File: config.mk
export PLATFORM = sky130hd
export DESIGN_NAME = intr_daisy_chain
export DESIGN_NICKNAME = d
export VERILOG_FILES = /design/src/rtl/dc_pkg.sv /design/src/rtl/dc_ack_timing.sv /design/src/rtl/dc_stage.sv /design/src/rtl/dc_bus_merge.sv /design/src/rtl/intr_daisy_chain.sv
export SDC_FILE = /design/constraint.sdc
export NUM_CORES = 1
export LEC_CHECK = 0
export ABC_AREA = 0
export CORE_MARGIN = 1
export CORE_UTILIZATION = 60
export DETAILED_ROUTE_END_ITERATION = 16
export DONT_BUFFER_PORTS = 1
export GPL_TIMING_DRIVEN = 0
export PLACE_DENSITY = 0.87
export SYNTH_ARGS = -nofsm -noshare
export SYNTH_HDL_FRONTEND = slang
export SYNTH_HIERARCHICAL = 1
export SYNTH_SLANG_ARGS = --single-unit
File: constraint.sdc
create_clock -name clk -period 2.37 [get_ports clk]
set_input_delay 0.3555 -clock clk [delete_from_list [all_inputs] [get_ports clk]]
set_output_delay 0.3555 -clock clk [all_outputs]
set_load 0.02 [all_outputs]
File: src/rtl/dc_pkg.sv
package dc_pkg;
  // Phase of the processor acknowledge as seen by the chain.
  typedef struct packed {
    logic live;   // acknowledge has been sampled high
    logic rise;   // acknowledge is high this cycle but was low last edge
    logic first;  // first cycle in which the chain holds a valid snapshot
  } ack_phase_t;
endpackage

File: src/rtl/dc_ack_timing.sv
module dc_ack_timing
  import dc_pkg::*;
(
  input  logic       clk,
  input  logic       rst,
  input  logic       cpu_ack,
  output ack_phase_t phase
);
  logic ack_d;
  logic ack_d2;

  always_ff @(posedge clk) begin
    if (rst) begin
      ack_d  <= 1'b0;
      ack_d2 <= 1'b0;
    end else begin
      ack_d  <= cpu_ack;
      ack_d2 <= ack_d;
    end
  end

  always_comb begin
    phase.live  = ack_d;
    phase.rise  = cpu_ack & ~ack_d;
    phase.first = ack_d & ~ack_d2;
  end
endmodule

File: src/rtl/dc_stage.sv
module dc_stage
  import dc_pkg::*;
#(
  parameter int              VEC_W = 8,
  parameter logic [VEC_W-1:0] VEC  = '0
) (
  input  logic             clk,
  input  logic             rst,
  input  logic             req_i,
  input  logic             cpu_ack_i,
  input  ack_phase_t       phase_i,
  input  logic             ack_in_i,
  output logic             ack_out_o,
  output logic             take_o,
  output logic [VEC_W-1:0] drive_o,
  output logic             pending_o,
  output logic             pending_next_o
);
  logic pending_q;
  logic frozen_q;
  logic clear;

  // Winner drops its own flag on the first valid acknowledge cycle.
  assign clear          = take_o & phase_i.first;
  assign pending_next_o = (pending_q & ~clear) | req_i;

  always_ff @(posedge clk) begin
    if (rst) begin
      pending_q <= 1'b0;
      frozen_q  <= 1'b0;
    end else begin
      pending_q <= pending_next_o;
      if (!cpu_ack_i)
        frozen_q <= 1'b0;
      else if (phase_i.rise)
        frozen_q <= pending_q;
    end
  end

  assign take_o    = ack_in_i & frozen_q;
  assign ack_out_o = ack_in_i & ~frozen_q;
  assign drive_o   = take_o ? VEC : '0;
  assign pending_o = pending_q;

  // snapshot does not move while acknowledge is held
  p_snapshot_held_r6: assert property (@(posedge clk) disable iff (rst)
    (phase_i.live && $past(phase_i.live)) |-> $stable(frozen_q));

  // a stage that just won and is not re-requesting is no longer pending
  p_winner_clears_r7: assert property (@(posedge clk) disable iff (rst)
    ($rose(take_o) && !req_i) |=> !pending_q);
endmodule

File: src/rtl/dc_bus_merge.sv
module dc_bus_merge #(
  parameter int NUM_DEV = 4,
  parameter int VEC_W   = 8
) (
  input  logic [NUM_DEV*VEC_W-1:0] drives,
  output logic [VEC_W-1:0]         merged
);
  always_comb begin
    merged = '0;
    for (int i = 0; i < NUM_DEV; i++)
      merged = merged | drives[i*VEC_W +: VEC_W];
  end
endmodule

File: src/rtl/intr_daisy_chain.sv
module intr_daisy_chain
  import dc_pkg::*;
#(
  parameter int                       NUM_DEV = 4,
  parameter int                       VEC_W   = 8,
  parameter logic [NUM_DEV*VEC_W-1:0] VECTORS = 32'h4C38_2410
) (
  input  logic               clk,
  input  logic               rst,
  input  logic [NUM_DEV-1:0] dev_req,
  input  logic               cpu_ack,
  output logic               cpu_irq,
  output logic [VEC_W-1:0]   vec_bus,
  output logic               vec_valid,
  output logic [NUM_DEV-1:0] dev_grant
);
  localparam int BUS_W = NUM_DEV * VEC_W;

  ack_phase_t           phase;
  logic [NUM_DEV:0]     ack_chain;
  logic [NUM_DEV-1:0]   take;
  logic [NUM_DEV-1:0]   pending;
  logic [NUM_DEV-1:0]   pending_next;
  logic [BUS_W-1:0]     drives;
  logic [VEC_W-1:0]     merged;

  dc_ack_timing u_timing (
    .clk     (clk),
    .rst     (rst),
    .cpu_ack (cpu_ack),
    .phase   (phase)
  );

  assign ack_chain[0] = phase.live;

  for (genvar g = 0; g < NUM_DEV; g++) begin : g_stage
    dc_stage #(
      .VEC_W (VEC_W),
      .VEC   (VECTORS[g*VEC_W +: VEC_W])
    ) u_stage (
      .clk            (clk),
      .rst            (rst),
      .req_i          (dev_req[g]),
      .cpu_ack_i      (cpu_ack),
      .phase_i        (phase),
      .ack_in_i       (ack_chain[g]),
      .ack_out_o      (ack_chain[g+1]),
      .take_o         (take[g]),
      .drive_o        (drives[g*VEC_W +: VEC_W]),
      .pending_o      (pending[g]),
      .pending_next_o (pending_next[g])
    );
  end

  dc_bus_merge #(.NUM_DEV(NUM_DEV), .VEC_W(VEC_W)) u_merge (
    .drives (drives),
    .merged (merged)
  );

  always_ff @(posedge clk) begin
    if (rst) begin
      cpu_irq   <= 1'b0;
      vec_bus   <= '0;
      vec_valid <= 1'b0;
      dev_grant <= '0;
    end else begin
      cpu_irq   <= |pending_next;
      vec_bus   <= merged;
      vec_valid <= |take;
      dev_grant <= take;
    end
  end

  // never more than one granted device
  p_single_grant_r5: assert property (@(posedge clk) disable iff (rst)
    $onehot0(dev_grant));

  // idle bus reads zero
  p_idle_bus_zero_r5: assert property (@(posedge clk) disable iff (rst)
    !vec_valid |-> (vec_bus == '0));

  // acknowledge seen low empties the outputs one edge later
  p_release_r8: assert property (@(posedge clk) disable iff (rst)
    !phase.live |=> !vec_valid);

  // shared request tracks the stage flags
  p_irq_tracks_r1: assert property (@(posedge clk) disable iff (rst)
    (|pending) |-> cpu_irq);

  // a valid vector comes with a one-hot grant
  p_valid_grant_r4: assert property (@(posedge clk) disable iff (rst)
    vec_valid |-> $onehot(dev_grant));
endmodule

==> results.sh, run 1 <==
export IMPL_power_density_nw_per_um2=605.4
export IMPL_global_route_wire_length_before_repair_um=3153
export IMPL_placement_rows=15
export IMPL_multi_input_comb_area_um2=533.0
export IMPL_drv_cap=0
export IMPL_reg2reg_to="vec_bus[6]"
export IMPL_arrival_time_of_data_at_the_critical_path_endpoint_ns=2.39
export IMPL_timing_critical_path_required_ns=2.59
export IMPL_setup_repair_after_global_routing_missed_its_margin="false"
export IMPL_tot_gr_track_use=0.2096
export IMPL_setup_viol=0
export IMPL_cp_endpoint="vec_bus[6]"
export IMPL_timing_final_crit_period_ns=2.162
export IMPL_place_detailed_hpwl_um=1360
export IMPL_detail_route_vias_per_cell=4.568
export IMPL_design_area_um2=1356
export IMPL_initial_standard_cell_utilization_of_the_core=0.6667
export IMPL_drt_first_iter_violations=6
export IMPL_layout_drive_gt1_share=0.4028
export IMPL_cts_hold_fix_buffers=0
export IMPL_r2r_start="u_timing/ack_d"
export IMPL_drc=0
export IMPL_cts_repair_resized=0
export IMPL_leftover_overflow_at_the_end_of_global_routing=0
export IMPL_ctsHtreeMaxLevel=1
export IMPL_fillCellCount=153
export IMPL_clockRootBuffer="clkbuf_4"
export IMPL_fp_dieW_um=46.74
export IMPL_numCtsBuffers=3
export IMPL_regArea_um2=480.5
export IMPL_antenna_diode_count=0
export IMPL_share_seq_of_total_power=0.541
export IMPL_clock_sink_count=24
export IMPL_p_leak_nw=0.6794
export IMPL_detailroute_via_count=772
export IMPL_design_die_area_um2=2185
export IMPL_core_area_um2=1802
export IMPL_grt_max_degree=16
export IMPL_power_frac_clock=0.360
export IMPL_route_final_wire_length_um=1837
export IMPL_io_buffers=0
export IMPL_fin_nets=152
export IMPL_min_delay_path_class="in -> reg"
export IMPL_swShare=0.2150
export IMPL_floorplan_die_height_um=46.74
export IMPL_report_final_hold_viol_count=0
export IMPL_yosysWarningCount=6
export IMPL_timing_reg2reg_worst_path_depth=8
export IMPL_vdd_drop_max_uv=505.7
export IMPL_grt_pass1_vias=788
export IMPL_ctsLongestPathBuffers=2
export IMPL_area_growth_pct=12.92
export IMPL_cp_max_fo=5
export IMPL_drt_pass1_iterations=4
export IMPL_max_fclk_ghz=0.4625
export IMPL_total_i_o_pin_count=21
export IMPL_synth_avg_cell_area_um2=9.927
export IMPL_postPlaceCellArea_um2=1304
export IMPL_final_max_slew_viol_count=0
export IMPL_pwr_share_comb=0.099
export IMPL_clock_transition_at_path_regs_ns=0.14
export IMPL_clk_insertion_delay_late_ns=0.31
export IMPL_post_cts_buffers=0
export IMPL_cts_tree="yes"
export IMPL_total_switching_power_mw=0.1765
export IMPL_setup_worst_path_end_class="register"
export IMPL_timing_final_crit_share=0.9124
export IMPL_largest_clock_skew_in_the_final_design_ns=0.003253
export IMPL_ant_nets=0
export IMPL_cpMaxStageDelayCell="or4_1"
export IMPL_place_congestion=0.7896
export IMPL_gr_met2_demand_resource=0.3861
export IMPL_gr_usage_met1=0.2214
export IMPL_fin_setup_tns_ns=0
export IMPL_rrSetupSlack_ns=0.21
export IMPL_synth_cell_area_um2=1201
export IMPL_gate_count_of_the_mapped_netlist=121
export IMPL_antenna_found_initial=0
export IMPL_classification_of_the_worst_setup_path="reg -> reg"
export IMPL_worst_hold_startpoint="rst"
export IMPL_cellInternalPower_mw=0.6446
export IMPL_busiest_layer="met2"
export IMPL_critPathMaxStageDelay_ns=0.46
export IMPL_crit_path_cell_chain="buf_4 -> and2b_2 -> and2b_2 -> and2b_2 -> and2_2 -> buf_4 -> or4_1 -> and2b_1"
export IMPL_origin_of_the_worst_setup_path="u_timing/ack_d"
export IMPL_global_route_usage_met3=0.04231
export IMPL_critPathMostFrequentCell="and2b_2"
export IMPL_crit_path_start_kind="register"
export IMPL_routed_len_inst_um=10.87
export IMPL_run_status="completed"
-- cell type report --
class | instances | area share
multi-input combinational | 82 | 0.3930
tap | 25 | 0.02306
buffer | 34 | 0.1910
clock inverter | 1 | 0.02214
clock buffer | 3 | 0.01661
sequential | 24 | 0.3542
-- power by group through the flow --
stage / Combinational (mW) / Clock, mW / Sequential (mW)
global route: 0.0901 / 0.313 / 0.447
floorplan: 0.0721 / 0 / 0.451
finish: 0.0814 / 0.296 / 0.444
detailed placement: 0.0788 / 0 / 0.453
global placement: 0.0764 / 0 / 0.452
CTS: 0.0792 / 0.301 / 0.445
-- sequential cells by signal, summed over array words and instances, names as in the netlist --
signal                     count
cpu_irq                        1
vec_bus                        8
g_stage.u_stage/frozen_q       4
u_timing/ack_d                 1
u_timing/ack_d2                1
g_stage.u_stage/pending_o      4
vec_valid                      1
dev_grant                      4
-- worst max-delay path: cells and delay by family, from the launching register on --
kind / cells / cell delay, ns
buf+inv: 2 / 0.27
flops: 1 / 0.35
simple gates: 6 / 1.44
-- through the flow --
step                instances  hold slack, ns    util  setup slack (ns)  power (mW)
floorplan                 140          0.4252       -            0.3413      0.5227
global placement          165          0.4278  0.7236            0.2705      0.5283
finish                    169         0.08788  0.7528            0.2076      0.8211
global route              169         0.06487  0.7528            0.1239      0.8502
detailed placement        165          0.4288  0.7236            0.2105      0.5316
CTS                       169         0.07574  0.7528            0.1967      0.8248
-- cell usage in the layout, fill, tap and decap left out, drive strengths merged --
master and count:
and4b 4, bufinv 1, conb 23, or4 8
dfxtp 24, nor2b 13, mux2i 4, nor2 10
and2 4, nor4 2, nor3 4, buf 34
clkbuf 3, and2b 6, nor3b 4
-- worst min path at each step --
stage,slack (ns),cells past startpoint,end
floorplan,0.43,1,g_stage[0].u_stage/pending_o
global placement,0.43,1,g_stage[1].u_stage/pending_o
detailed placement,0.43,1,g_stage[2].u_stage/pending_o
CTS,0.08,1,g_stage[3].u_stage/pending_o
global route,0.06,1,g_stage[3].u_stage/pending_o
finish,0.09,1,g_stage[3].u_stage/pending_o
-- per-layer routing --
metal	wire length (um)	part of all wire
met2	978	0.53
met1	757	0.41
met3	73	0.040
met5	0	0
met4	29	0.016
(Power assumes the default switching activity.)
==> run 2, diff against run 1 <==
--- a/config.mk
+++ b/config.mk
@@ -12,6 +12,7 @@
 export DONT_BUFFER_PORTS = 1
 export GPL_TIMING_DRIVEN = 0
 export PLACE_DENSITY = 0.87
+export SETUP_SLACK_MARGIN = 0.5
 export SYNTH_ARGS = -nofsm -noshare
 export SYNTH_HDL_FRONTEND = slang
 export SYNTH_HIERARCHICAL = 1
==> results.sh, run 2 (synthesized netlist as in run 1, its figures left out) <==
export IMPL_run_status="completed"
export IMPL_power_frac_clock=0.280
export IMPL_numCtsBuffers=3
export IMPL_final_max_slew_viol_count=0
export IMPL_critPathMaxStageDelay_ns=0.40
export IMPL_place_detailed_hpwl_um=1363
export IMPL_rrSetupSlack_ns=0.42
export IMPL_fin_setup_tns_ns=0
export IMPL_floorplan_die_height_um=46.74
export IMPL_vdd_drop_max_uv=435.7
export IMPL_routed_len_inst_um=10.87
export IMPL_share_seq_of_total_power=0.594
export IMPL_power_density_nw_per_um2=520.9
export IMPL_place_congestion=0.7579
export IMPL_detailroute_via_count=787
export IMPL_cp_max_fo=4
export IMPL_total_i_o_pin_count=21
export IMPL_pre_cts_ws_ns=0.4267
export IMPL_cts_hold_fix_buffers=0
export IMPL_antenna_found_initial=0
export IMPL_timing_reg2reg_worst_path_depth=8
export IMPL_crit_path_cell_chain="buf_6 -> and2b_2 -> and2b_2 -> and2b_2 -> and2_4 -> buf_4 -> or4_4 -> nor2b_4"
export IMPL_clockRootBuffer="clkbuf_4"
export IMPL_r2r_start="u_timing/ack_d"
export IMPL_setup_worst_path_end_class="register"
export IMPL_commonest_cells_after_routing_fill_and_taps_aside="buf_4, dfxtp_1, conb_1"
export IMPL_area_growth_pct=19.48
export IMPL_ant_nets=0
export IMPL_p_leak_nw=0.7343
export IMPL_layout_drive_gt1_share=0.4503
export IMPL_ctsLongestPathBuffers=2
export IMPL_path_depth=8
export IMPL_grt_pass1_vias=777
export IMPL_report_final_hold_viol_count=0
export IMPL_clk_insertion_delay_late_ns=0.31
export IMPL_ctsHtreeMaxLevel=1
export IMPL_largest_reg_flops=8
export IMPL_origin_of_the_worst_setup_path="u_timing/ack_d"
export IMPL_drc=0
export IMPL_setup_repair_after_global_routing_missed_its_margin="true"
export IMPL_tot_gr_track_use=0.2102
export IMPL_drv_cap=0
export IMPL_clock_sink_count=24
export IMPL_met2_wirelength_um=1036
export IMPL_largest_register_by_flop_count="vec_bus"
export IMPL_dominant_delay_contributor_by_cell_family_on_the_critical_path="simple AND/OR/NAND/NOR gates"
export IMPL_timing_critical_path_required_ns=2.59
export IMPL_leftover_overflow_at_the_end_of_global_routing=0
export IMPL_detail_route_vias_per_cell=4.472
export IMPL_route_final_wire_length_um=1913
export IMPL_cp_endpoint="vec_bus[3]"
export IMPL_final_common_cell="buf_4"
export IMPL_drt_pass1_iterations=4
export IMPL_classification_of_the_worst_setup_path="reg -> reg"
export IMPL_clock_transition_at_path_regs_ns=0.12
export IMPL_min_delay_path_class="in -> reg"
export IMPL_timing_final_ws_setup_ns=0.4206
export IMPL_swShare=0.2276
export IMPL_critical_path_n_buffers_inverters=2
export IMPL_total_length_of_routed_met3_wires_um=71
export IMPL_largest_clock_skew_in_the_final_design_ns=0.001771
export IMPL_setup_viol=0
export IMPL_timing_final_crit_period_ns=1.949
export IMPL_global_route_wire_length_before_repair_um=3042
export IMPL_m1WireLength_um=727
export IMPL_core_area_um2=1802
export IMPL_holdWs_ns=0.08922
export IMPL_reg2reg_to="vec_bus[3]"
export IMPL_total_switching_power_mw=0.1701
export IMPL_drt_first_iter_violations=5
export IMPL_timing_final_crit_share=0.8225
export IMPL_design_die_area_um2=2185
export IMPL_cellInternalPower_mw=0.5774
export IMPL_placement_rows=15
export IMPL_io_buffers=0
export IMPL_top_signal_layer_used="met4"
export IMPL_fp_dieW_um=46.74
export IMPL_antenna_diode_count=0
export IMPL_critPathMostFrequentCell="and2b_2"
export IMPL_crit_path_start_kind="register"
export IMPL_cpMaxStageDelayCell="or4_4"
export IMPL_cts_tree="yes"
export IMPL_grt_max_degree=16
export IMPL_max_fclk_ghz=0.5130
export IMPL_initial_standard_cell_utilization_of_the_core=0.6667
export IMPL_arrival_time_of_data_at_the_critical_path_endpoint_ns=2.17
export IMPL_pwr_share_comb=0.127
export IMPL_fin_nets=159
run 2: layer usage:
layer | vias up | GRT usage
met2 | 20 | 0.3889
met1 | 350 | 0.1924
met5 | - | 0
met4 | 0 | 0.1714
met3 | 8 | 0.05000
li1 | 409 | -
run 2: through the flow:
step	utilization	area, um2	cells	total power, mW
after global routing	0.7965	1435	176	0.7820
after CTS	0.7701	1388	172	0.7470
final	0.7965	1435	176	0.7476
after global placement	0.7347	1324	165	0.5321
after floorplan	-	1292	140	0.5262
after detailed placement	0.7347	1324	165	0.5350
run 2: worst min path at each step:
stage	cells after the start	startpoint	slack, ns	end
final	1	rst	0.09	u_timing/ack_d
after detailed placement	1	rst	0.43	u_timing/ack_d
after global routing	1	rst	0.07	u_timing/ack_d
after CTS	1	rst	0.08	u_timing/ack_d
after global placement	1	rst	0.42	u_timing/ack_d
after floorplan	1	rst	0.42	u_timing/ack_d
run 2: what timing repair did:
action | in CTS | in global routing
cloned | 0 | 0
setup endpoints to repair | 5 | 5
setup buffers | 3 | 4
gates resized for setup | 2 | 5
pin swaps | 0 | 2
run 2: cell type report:
type | instances | area, um2
fill | 125 | 366.6
clock buffer | 4 | 36.28
tap | 25 | 31.28
buffer | 34 | 274.0
timing repair buffer | 7 | 52.55
multi-input combinational | 82 | 559.3
sequential | 24 | 481.7
run 2: power by group through the flow:
stage	Sequential, mW	Combinational, mW	Clock [mW]
2_1_floorplan	0.451	0.0752	0
3_3_place_gp	0.452	0.0798	0
3_5_place_dp	0.453	0.0820	0
4_1_cts	0.444	0.0854	0.218
5_1_grt	0.447	0.105	0.231
6_report	0.444	0.0949	0.209
